### config.mk
export PLATFORM = sky130hd
export DESIGN_NAME = fcs_serializer
export DESIGN_NICKNAME = d
export VERILOG_FILES = /design/src/rtl/fcs_pkg.sv /design/src/rtl/fcs_tick.sv /design/src/rtl/fcs_arb.sv /design/src/rtl/fcs_shift.sv /design/src/rtl/fcs_serializer.sv
export SDC_FILE = /design/constraint.sdc
export NUM_CORES = 1
export LEC_CHECK = 0
export BUFFER_PORTS_ARGS = -buffer_cell sky130_fd_sc_hd__buf_2
export CAP_MARGIN = 20
export CORE_MARGIN = 3
export CORE_UTILIZATION = 50
export CTS_CLUSTER_DIAMETER = 100
export DETAILED_ROUTE_END_ITERATION = 8
export PLACE_DENSITY = 0.79
export SLEW_MARGIN = 0
export SYNTH_ARGS = -nofsm -noshare
export SYNTH_HDL_FRONTEND = slang
export SYNTH_HIERARCHICAL = 1
export SYNTH_SLANG_ARGS = --single-unit
### constraint.sdc
create_clock -name clk -period 2.6 [get_ports clk]
set_input_delay 0.78 -clock clk [delete_from_list [all_inputs] [get_ports clk]]
set_output_delay 0.78 -clock clk [all_outputs]
set_load 0.01 [all_outputs]
### src/rtl/fcs_pkg.sv
package fcs_pkg;

    localparam int CMD_W   = 16;
    localparam int STOP_N  = 2;
    localparam int FRAME_W = 1 + CMD_W + STOP_N;
    localparam int SRC_N   = 5;

    localparam logic [CMD_W-1:0] CODE_STOP  = 16'hE313;
    localparam logic [CMD_W-1:0] CODE_START = 16'hE311;
    localparam logic [CMD_W-1:0] CODE_SYNC  = 16'hE000;
    localparam logic [CMD_W-1:0] CODE_BRST  = 16'h0000;

    // Index order is also service priority (lowest first)
    typedef enum logic [2:0] {
        SRC_STOP  = 3'd0,
        SRC_START = 3'd1,
        SRC_SYNC  = 3'd2,
        SRC_BRST  = 3'd3,
        SRC_GEN   = 3'd4
    } src_e;

    typedef struct packed {
        logic             vld;
        src_e             src;
        logic [CMD_W-1:0] word;
    } pick_t;

    function automatic logic [FRAME_W-1:0] build_frame(input logic [CMD_W-1:0] w);
        return {{STOP_N{1'b1}}, w, 1'b0};
    endfunction

    function automatic logic [CMD_W-1:0] fixed_code(input src_e s);
        case (s)
            SRC_STOP:  return CODE_STOP;
            SRC_START: return CODE_START;
            SRC_SYNC:  return CODE_SYNC;
            default:   return CODE_BRST;
        endcase
    endfunction

endpackage

### src/rtl/fcs_tick.sv
module fcs_tick #(
    parameter int DIV = 8
) (
    input  logic clk,
    input  logic rst,
    output logic tick
);
    localparam int CNT_W = (DIV > 1) ? $clog2(DIV) : 1;

    logic [CNT_W-1:0] cnt;

    always_ff @(posedge clk) begin
        if (rst || cnt == CNT_W'(DIV - 1)) cnt <= '0;
        else                               cnt <= cnt + 1'b1;
    end

    assign tick = (cnt == CNT_W'(DIV - 1));

endmodule

### src/rtl/fcs_arb.sv
module fcs_arb
    import fcs_pkg::*;
(
    input  logic             clk,
    input  logic             rst,
    input  logic [3:0]       strobes,   // stop, start, sync, bufrst at 0..3
    input  logic             cmd_valid,
    input  logic [CMD_W-1:0] cmd_data,
    output logic             cmd_ready,
    input  logic             take,
    output pick_t            pick,
    output logic             any_pend
);
    logic [SRC_N-1:0] pend, set_v, clr_v;
    logic [CMD_W-1:0] gen_q;
    logic [2:0]       sel;
    logic             accept;

    assign cmd_ready = !pend[SRC_GEN];
    assign accept    = cmd_valid && cmd_ready;
    assign set_v     = {accept, strobes};

    always_comb begin
        sel = 3'd0;
        for (int i = SRC_N - 1; i >= 0; i--) begin
            if (pend[i]) sel = 3'(i);
        end
    end

    always_comb begin
        pick.vld  = |pend;
        pick.src  = src_e'(sel);
        pick.word = (src_e'(sel) == SRC_GEN) ? gen_q : fixed_code(src_e'(sel));
        clr_v     = '0;
        if (take) clr_v[sel] = 1'b1;
    end

    assign any_pend = |pend;

    always_ff @(posedge clk) begin
        if (rst) begin
            pend  <= '0;
            gen_q <= '0;
        end else begin
            pend <= (pend & ~clr_v) | set_v;
            if (accept) gen_q <= cmd_data;
        end
    end

    AST_READY_DROPS: assert property (@(posedge clk) disable iff (rst)
        (cmd_valid && cmd_ready) |=> !cmd_ready);
    AST_TAKE_HAS_REQ: assert property (@(posedge clk) disable iff (rst)
        take |-> pick.vld);

endmodule

### src/rtl/fcs_shift.sv
module fcs_shift
    import fcs_pkg::*;
#(
    parameter int CLKS_PER_BIT = 4
) (
    input  logic  clk,
    input  logic  rst,
    input  logic  tick,
    input  pick_t pick,
    output logic  take,
    output logic  ser_out,
    output logic  active
);
    localparam int PH_W = (CLKS_PER_BIT > 1) ? $clog2(CLKS_PER_BIT) : 1;
    localparam int NB_W = $clog2(FRAME_W);

    logic [FRAME_W-1:0] shreg;
    logic [PH_W-1:0]    ph;
    logic [NB_W-1:0]    nbit;
    logic               last_ph;

    assign take    = tick && !active && pick.vld;
    assign last_ph = (ph == PH_W'(CLKS_PER_BIT - 1));
    assign ser_out = active ? shreg[0] : 1'b1;

    always_ff @(posedge clk) begin
        if (rst) begin
            active <= 1'b0;
            shreg  <= '1;
            ph     <= '0;
            nbit   <= '0;
        end else if (take) begin
            active <= 1'b1;
            shreg  <= build_frame(pick.word);
            ph     <= '0;
            nbit   <= '0;
        end else if (active) begin
            ph <= last_ph ? '0 : ph + 1'b1;
            if (last_ph) begin
                shreg <= {1'b1, shreg[FRAME_W-1:1]};
                nbit  <= nbit + 1'b1;
                if (nbit == NB_W'(FRAME_W - 1)) active <= 1'b0;
            end
        end
    end

    AST_LAUNCH_ON_TICK: assert property (@(posedge clk) disable iff (rst)
        $rose(active) |-> $past(tick));
    AST_START_LOW: assert property (@(posedge clk) disable iff (rst)
        $rose(active) |-> !ser_out);
    AST_BIT_HOLD: assert property (@(posedge clk) disable iff (rst)
        (active && $past(active) && ph != '0) |-> $stable(ser_out));

endmodule

### src/rtl/fcs_serializer.sv
module fcs_serializer
    import fcs_pkg::*;
#(
    parameter int CLKS_PER_BIT = 4,
    parameter int TICK_DIV     = 8
) (
    input  logic             clk,
    input  logic             rst,
    input  logic             cmd_valid,
    input  logic [CMD_W-1:0] cmd_data,
    output logic             cmd_ready,
    input  logic             req_stop,
    input  logic             req_start,
    input  logic             req_sync,
    input  logic             req_bufrst,
    output logic             ser_out,
    output logic             busy
);
    logic  tick, take, active, any_pend;
    pick_t pick;

    fcs_tick #(.DIV(TICK_DIV)) u_tick (
        .clk (clk),
        .rst (rst),
        .tick(tick)
    );

    fcs_arb u_arb (
        .clk      (clk),
        .rst      (rst),
        .strobes  ({req_bufrst, req_sync, req_start, req_stop}),
        .cmd_valid(cmd_valid),
        .cmd_data (cmd_data),
        .cmd_ready(cmd_ready),
        .take     (take),
        .pick     (pick),
        .any_pend (any_pend)
    );

    fcs_shift #(.CLKS_PER_BIT(CLKS_PER_BIT)) u_shift (
        .clk    (clk),
        .rst    (rst),
        .tick   (tick),
        .pick   (pick),
        .take   (take),
        .ser_out(ser_out),
        .active (active)
    );

    assign busy = active || any_pend;

    AST_IDLE_HIGH: assert property (@(posedge clk) disable iff (rst)
        !busy |-> ser_out);
    AST_NO_LAUNCH_OFF_TICK: assert property (@(posedge clk) disable iff (rst)
        (!tick && !active) |=> !active);

endmodule

==> flow_metrics.env, run 1 <==
export IMPL_postCtsResizedCells=0
export IMPL_routed_wl_mm=4.01
export IMPL_cpPeakStageDelay_ns=0.38
export IMPL_grt_pass1_wl_mm=7.04
export IMPL_period_share_pct=89.7
export IMPL_cp_end_kind="output port"
export IMPL_start_util_pct=53.8
export IMPL_dp_hpwl_mm=2.82
export IMPL_layout_commonest_cell="nand2_1"
export IMPL_stdcell_count=335
export IMPL_ys_warnings_count=6
export IMPL_crit_family="simple AND/OR/NAND/NOR gates"
export IMPL_drt_met1_wl_mm=1.97
export IMPL_io_pins=26
export IMPL_tightestPinTransition_ns=1.02
export IMPL_drt_iter0_drc=84
export IMPL_worst_path_max_fanout=7
export IMPL_rows=23
export IMPL_h_tree_depth=2
export IMPL_area_growth_pct=8.24
export IMPL_pwr_share_seq_pct=57.2
export IMPL_holdWs_ns=0.424
export IMPL_switching_power_mw=0.326
export IMPL_worstSetupPathType="flop to output port"
export IMPL_antenna_found_initial=0
export IMPL_cp_slowest_cell="dfxtp_1"
export IMPL_p_clk_share_pct=34.9
export IMPL_rr_startpoint="u_arb/pend[1]$_SDFF_PP0_"
export IMPL_wl_met3_um=210
export IMPL_first_global_vias=1598
export IMPL_grt_max_degree=32
export IMPL_finalWorstSetupSlack_ns=0.268
export IMPL_grt_overflow=0
export IMPL_crit_path_start="u_arb/pend[1]$_SDFF_PP0_"
export IMPL_routed_top_layer="met4"
export IMPL_cts_tree="built"
export IMPL_finalMaxSlewViolations=0
export IMPL_cts_hold_buf=0
export IMPL_syn_area_per_cell_sq_um=8.36
export IMPL_start_kind="flop"
export IMPL_period_needed_ns=2.33
export IMPL_comb_power_share_pct=7.9
export IMPL_numPortBuffers=25
export IMPL_worstHoldStart="u_tick/cnt[0]$_SDFF_PP0_"
export IMPL_postRouteAntennaNets=0
export IMPL_most_common_layout_cells="nand2_1, dfxtp_1, nor2_1"
export IMPL_fin_util_pct=58.3
export IMPL_die_height_um=72.8
export IMPL_die_w_um=72.8
export IMPL_path_cells="nor2_4 -> nand3_1 -> or2_1 -> buf_2"
export IMPL_die_area_sq_um=5300
export IMPL_finalInstanceArea_sq_um=2410
export IMPL_fmax_ghz=0.429
export IMPL_synth_cells=267
export IMPL_r2r_cells=6
export IMPL_root_buffer="clkbuf_8"
export IMPL_antenna_cells=0
export IMPL_wl_per_cell_um=12.0
export IMPL_postCtsSetupBuffers=0
export IMPL_fin_nets=312
export IMPL_peakVddDrop_uv=433
export IMPL_globalplace_congestion=0.770
export IMPL_via_per_inst=5.22
export IMPL_dr_total_vias=1748
export IMPL_synth_nets=295
export IMPL_hold_depth=1
export IMPL_mappedNetlistArea_sq_um=2230
export IMPL_clk_latency_ns=0.30
export IMPL_post_place_ws_ns=0.499
export IMPL_finalHoldViolCount=0
export IMPL_critPathRequiredTime_ns=1.82
export IMPL_slew_headroom_pct=31.6
export IMPL_switching_share_pct=23.5
export IMPL_numCtsBuffers=5
export IMPL_internal_power_mw=1.06
export IMPL_crit_buf_inv=1
export IMPL_core_sq_um=4140
export IMPL_hp_class="flop to flop"
export IMPL_p_total_mw=1.39
export IMPL_grt_usage_pct=16.8
export IMPL_skew_ns=0.00580
export IMPL_numClockSinks=49
export IMPL_cp_depth=4
export IMPL_p_leak_nw=1.03
export IMPL_grt_setup_unrepaired="no"
export IMPL_drc=0
export IMPL_critPathArrivalTime_ns=1.55
export IMPL_setup_viol_count_final=0
export IMPL_power_density_nw_per_um2=574
export IMPL_clkTransAtPathRegs_ns=0.09
export IMPL_drive_gt1_share_pct=18.6
export IMPL_wl_met2_mm=1.79
export IMPL_finalSetupTns_ns=0
export IMPL_firstDrtPassIters=4
export IMPL_dpl_instance_area_sq_um=2310
export IMPL_status="finished, final reports clean"
export IMPL_clock_path_buffers=2
export IMPL_dp_cells=327
export IMPL_max_cap_violations=0
## layer usage
metal,up-vias,track usage [%]
li1,922,-
met1,781,22.0
met2,40,27.0
met3,5,4.13
met4,0,5.53
met5,-,0
## worst paths after layout
check | endpoint | slack, ns
max | busy | 0.27
min | u_tick/cnt[0]$_SDFF_PP0_ | 0.42
max reg2reg | u_shift/shreg[12]$_SDFFE_PP1P_ | 0.85
min reg2reg | u_tick/cnt[0]$_SDFF_PP0_ | 0.42
## area by class of cell
| class | count | area (sq um) |
|---|---|---|
| Clock buffer | 7 | 96.3 |
| Timing Repair Buffer | 25 | 125 |
| Fill cell | 369 | 1730 |
| Multi-Input combinational cell | 194 | 1110 |
| Clock inverter | 1 | 5.00 |
| Tap cell | 50 | 62.6 |
| Sequential cell | 49 | 981 |
| Inverter | 9 | 36.3 |
## flip-flops by register name, indices dropped and copies added (netlist names)
signal,count
u_arb/gen_q,16
u_shift/shreg,17
u_tick/cnt,3
u_shift/nbit,5
u_arb/pend,5
u_shift/active,1
u_shift/ph,2
## worst reg2reg max path, delay by kind of cell, from the launching register on
family	cells	cell delay (ns)
flops	1	0.38
simple gates	4	1.01
compound gates	1	0.15
buf+inv	1	0.08
## power by group through the flow
stage	Combinational [mW]	Clock, mW	Sequential (mW)
floorplan	0.0854	0	0.804
global placement	0.109	0	0.811
detailed placement	0.111	0	0.812
CTS	0.111	0.494	0.794
global route	0.127	0.529	0.798
finish	0.109	0.484	0.794
(Power assumes the default switching activity.)
==> run 2: changes to the inputs <==
- CELL_PAD_IN_SITES_DETAIL_PLACEMENT: not set -> 1
- CELL_PAD_IN_SITES_GLOBAL_PLACEMENT: not set -> 2
- CORE_UTILIZATION: 50 -> 37
- HOLD_SLACK_MARGIN: not set -> 0.12
- PLACE_DENSITY: 0.79 -> 0.92
==> flow_metrics.env, run 2 (synthesis results as in run 1) <==
export IMPL_firstDrtPassIters=4
export IMPL_most_common_layout_cells="nand2_1, dfxtp_1, nor2_1"
export IMPL_grt_setup_unrepaired="no"
export IMPL_largest_register="u_shift/shreg"
export IMPL_power_density_nw_per_um2=603
export IMPL_hold_depth=1
export IMPL_grt_overflow=0
export IMPL_drive_gt1_share_pct=18.5
export IMPL_layout_commonest_cell="nand2_1"
export IMPL_critPathArrivalTime_ns=1.55
export IMPL_setup_viol_count_final=0
export IMPL_dp_cells=349
export IMPL_stdcell_count=358
export IMPL_cp_end_kind="output port"
export IMPL_first_global_vias=1872
export IMPL_drt_iter0_drc=92
export IMPL_n_fill_cell=714
export IMPL_wl_per_cell_um=14.1
export IMPL_max_cap_violations=0
export IMPL_slew_headroom_pct=49.8
export IMPL_period_share_pct=89.8
export IMPL_antenna_found_initial=0
export IMPL_die_height_um=83.7
export IMPL_routed_top_layer="met4"
export IMPL_critPathRequiredTime_ns=1.82
export IMPL_rr_startpoint="u_shift/ph[0]$_SDFFE_PP0P_"
export IMPL_start_util_pct=39.3
export IMPL_die_w_um=83.7
export IMPL_fin_nets=313
export IMPL_core_sq_um=5680
export IMPL_postCtsSetupBuffers=0
export IMPL_via_per_inst=5.11
export IMPL_status="finished, final reports clean"
export IMPL_antenna_cells=0
export IMPL_start_kind="flop"
export IMPL_numClockSinks=49
export IMPL_grt_usage_pct=15.2
export IMPL_numPortBuffers=25
export IMPL_finalMaxSlewViolations=0
export IMPL_clock_path_buffers=2
export IMPL_crit_path_start="u_arb/pend[1]$_SDFF_PP0_"
export IMPL_cts_tree="built"
export IMPL_dpl_instance_area_sq_um=2340
export IMPL_finalSetupTns_ns=0
export IMPL_post_place_ws_ns=0.473
export IMPL_hp_class="flop to flop"
export IMPL_peakVddDrop_uv=281
export IMPL_p_total_mw=1.49
export IMPL_globalplace_congestion=0.697
export IMPL_cts_hold_buf=0
export IMPL_routed_wl_mm=5.05
export IMPL_grt_max_degree=32
export IMPL_wl_met2_mm=2.49
export IMPL_wl_met3_um=142
export IMPL_postCtsResizedCells=0
export IMPL_grt_pass1_wl_mm=8.76
export IMPL_worstHoldStart="u_tick/cnt[0]$_SDFF_PP0_"
export IMPL_largest_reg_flops=17
export IMPL_dr_total_vias=1829
export IMPL_drc=0
export IMPL_tightestPinTransition_ns=0.753
export IMPL_finalWorstSetupSlack_ns=0.265
export IMPL_reg_largest_list="u_shift/shreg (17), u_arb/gen_q (16)"
export IMPL_rr_endpoint="u_shift/shreg[13]$_SDFFE_PP1P_"
export IMPL_fmax_ghz=0.428
export IMPL_r2r_cells=4
export IMPL_finalInstanceArea_sq_um=2460
export IMPL_dp_hpwl_mm=3.45
export IMPL_root_buffer="clkbuf_8"
export IMPL_area_growth_pct=10.5
export IMPL_postRouteAntennaNets=0
export IMPL_worstSetupPathType="flop to output port"
export IMPL_worst_path_max_fanout=7
export IMPL_drt_met1_wl_mm=2.36
export IMPL_period_needed_ns=2.33
export IMPL_crit_end="busy"
export IMPL_h_tree_depth=2
export IMPL_die_area_sq_um=7000
export IMPL_rows=27
export IMPL_finalHoldViolCount=0
export IMPL_holdWs_ns=0.433
export IMPL_io_pins=26
export IMPL_p_leak_nw=1.04
export IMPL_numCtsBuffers=5
export IMPL_regToRegSetupSlack_ns=0.80
export IMPL_clkTransAtPathRegs_ns=0.10
export IMPL_clk_latency_ns=0.31
export IMPL_fin_util_pct=43.4
export IMPL_skew_ns=0.0118
-- run 2: cell types whose count changed in the layout (fill, tap and decap cells not counted), sizes merged --
cell / delta
bufinv: +1
clkinv: -1
buf: +1
-- run 2: critical path, stage by stage, from the launching register on --
cell and delay [ns]:
dfxtp_1 0.38, nor2_4 0.21, nand3_1 0.23, or2_1 0.28, buf_2 0.14
-- run 2: power breakdown --
part / internal (mW) / switching [mW] / leakage, nW / total (mW)
Clock: 0.314 / 0.262 / 0.0585 / 0.576
Combinational: 0.0465 / 0.0690 / 0.580 / 0.116
Sequential: 0.775 / 0.0197 / 0.400 / 0.795
-- run 2: worst min-delay path by stage --
stage,endpoint,slack (ns)
after floorplan,u_tick/cnt[0]$_SDFF_PP0_,0.40
after global placement,u_tick/cnt[0]$_SDFF_PP0_,0.41
after detailed placement,u_tick/cnt[0]$_SDFF_PP0_,0.43
after CTS,u_tick/cnt[0]$_SDFF_PP0_,0.45
after global routing,u_tick/cnt[0]$_SDFF_PP0_,0.47
final,u_tick/cnt[0]$_SDFF_PP0_,0.43
-- run 2: final cells by class --
cell class / count / area, sq um / share of cell area [%]
Sequential cell: 49 / 981 / 39.8
Clock buffer: 7 / 86.3 / 3.50
Inverter: 9 / 36.3 / 1.47
Multi-Input combinational cell: 194 / 1110 / 45.0
Tap cell: 72 / 90.1 / 3.65
Timing Repair Buffer: 26 / 133 / 5.38
Clock inverter: 1 / 30.0 / 1.22
-- run 2: per-layer routing --
metal | vias up | global-route usage (%)
met5 | - | 0
met4 | 0 | 3.95
met3 | 4 | 3.85
met2 | 19 | 26.3
met1 | 883 | 18.8
li1 | 923 | -
==> run 3: changes to the inputs <==
- CORE_ASPECT_RATIO: not set -> 1.2
==> flow_metrics.env, run 3 (synthesis results as in run 1) <==
export IMPL_start_kind="flop"
export IMPL_grt_overflow=0
export IMPL_reg_largest_list="u_shift/shreg (17), u_arb/gen_q (16)"
export IMPL_core_sq_um=5740
export IMPL_clk_latency_ns=0.30
export IMPL_fin_nets=313
export IMPL_drc=0
export IMPL_grt_usage_pct=14.4
export IMPL_r2r_cells=6
export IMPL_io_pins=26
export IMPL_die_height_um=91.1
export IMPL_numClockSinks=49
export IMPL_largest_register="u_shift/shreg"
export IMPL_wl_per_cell_um=13.0
export IMPL_worstSetupPathType="flop to output port"
export IMPL_postRouteAntennaNets=0
export IMPL_dr_total_vias=1791
export IMPL_grt_max_degree=32
export IMPL_period_share_pct=89.4
export IMPL_postCtsResizedCells=0
export IMPL_setup_viol_count_final=0
export IMPL_rr_endpoint="u_shift/shreg[9]$_SDFFE_PP1P_"
export IMPL_dp_hpwl_mm=3.39
export IMPL_firstDrtPassIters=4
export IMPL_antenna_cells=0
export IMPL_finalMaxSlewViolations=0
export IMPL_crit_path_start="u_arb/pend[1]$_SDFF_PP0_"
export IMPL_drt_iter0_drc=75
export IMPL_tightestPinTransition_ns=1.02
export IMPL_largest_reg_flops=17
export IMPL_layout_commonest_cell="nand2_1"
export IMPL_globalplace_congestion=0.708
export IMPL_rows=30
export IMPL_clock_path_buffers=2
export IMPL_routed_wl_mm=4.76
export IMPL_power_density_nw_per_um2=592
export IMPL_fmax_ghz=0.430
export IMPL_period_needed_ns=2.32
export IMPL_cp_end_kind="output port"
export IMPL_root_buffer="clkbuf_8"
export IMPL_start_util_pct=38.8
export IMPL_die_w_um=76.9
export IMPL_p_total_mw=1.47
export IMPL_cts_tree="built"
export IMPL_postCtsSetupBuffers=0
export IMPL_worst_path_max_fanout=7
export IMPL_die_area_sq_um=7000
export IMPL_grt_setup_unrepaired="no"
export IMPL_regToRegSetupSlack_ns=0.81
export IMPL_first_global_vias=1811
export IMPL_area_growth_pct=10.9
export IMPL_hp_class="flop to flop"
export IMPL_rr_startpoint="u_arb/pend[1]$_SDFF_PP0_"
export IMPL_grt_pass1_wl_mm=8.31
export IMPL_numCtsBuffers=5
export IMPL_finalHoldViolCount=0
export IMPL_via_per_inst=4.89
export IMPL_drive_gt1_share_pct=18.5
export IMPL_crit_end="busy"
export IMPL_max_cap_violations=0
export IMPL_skew_ns=0.0102
export IMPL_finalSetupTns_ns=0
export IMPL_critPathArrivalTime_ns=1.54
export IMPL_h_tree_depth=2
export IMPL_status="finished, final reports clean"
export IMPL_p_leak_nw=1.04
export IMPL_numPortBuffers=25
export IMPL_cts_hold_buf=0
export IMPL_peakVddDrop_uv=275
export IMPL_slew_headroom_pct=32.2
export IMPL_critPathRequiredTime_ns=1.82
export IMPL_most_common_layout_cells="nand2_1, dfxtp_1, nor2_1"
export IMPL_clkTransAtPathRegs_ns=0.09
export IMPL_antenna_found_initial=0
## run 3: worst max-delay path, cell delays in order, from the launching register on
cell and delay [ns]:
dfxtp_1 0.37, nor2_4 0.20, nand3_1 0.25, or2_1 0.29, buf_2 0.14
## run 3: power breakdown
part / internal [mW] / switching [mW] / leakage, nW
Clock: 0.314 / 0.246 / 0.0585
Combinational: 0.0453 / 0.0669 / 0.580
Sequential: 0.775 / 0.0186 / 0.400
## run 3: per-layer routing
layer / share of wire, % / global-route usage (%) / up-vias
met4: 1.2 / 4.98 / 0
met1: 48 / 18.3 / 840
li1: - / - / 921
met2: 48 / 23.9 / 26
met3: 3.5 / 3.37 / 4
met5: 0 / 0 / -
## run 3: how the worst min path moves through the flow
stage	cells past startpoint	from	slack [ns]	endpoint
final	1	u_tick/cnt[0]$_SDFF_PP0_	0.43	u_tick/cnt[0]$_SDFF_PP0_
after global routing	1	u_tick/cnt[0]$_SDFF_PP0_	0.44	u_tick/cnt[0]$_SDFF_PP0_
after CTS	1	u_tick/cnt[0]$_SDFF_PP0_	0.43	u_tick/cnt[0]$_SDFF_PP0_
after detailed placement	1	u_tick/cnt[0]$_SDFF_PP0_	0.42	u_tick/cnt[0]$_SDFF_PP0_
after global placement	1	u_tick/cnt[0]$_SDFF_PP0_	0.41	u_tick/cnt[0]$_SDFF_PP0_
after floorplan	1	u_tick/cnt[0]$_SDFF_PP0_	0.40	u_tick/cnt[0]$_SDFF_PP0_
## run 3: area by class of cell
| type | count | area, sq um |
|---|---|---|
| Tap cell | 80 | 100 |
| Multi-Input combinational cell | 194 | 1110 |
| Clock buffer | 7 | 86.3 |
| Sequential cell | 49 | 981 |
| Fill cell | 714 | 3270 |
| Timing Repair Buffer | 26 | 133 |
| Inverter | 9 | 36.3 |
| Clock inverter | 1 | 30.0 |
## run 3: through the flow
| stage | std cells | instance area [sq um] | hold slack (ns) | worst slack (ns) | utilization (%) |
|---|---|---|---|---|---|
| floorplan | 267 | 2230 | 0.396 | 0.918 | - |
| global placement | 358 | 2360 | 0.409 | 0.540 | 41.1 |
| detailed placement | 358 | 2360 | 0.417 | 0.520 | 41.1 |
| CTS | 366 | 2470 | 0.432 | 0.252 | 43.1 |
| global route | 366 | 2470 | 0.442 | 0.160 | 43.1 |
| finish | 366 | 2470 | 0.428 | 0.275 | 43.1 |
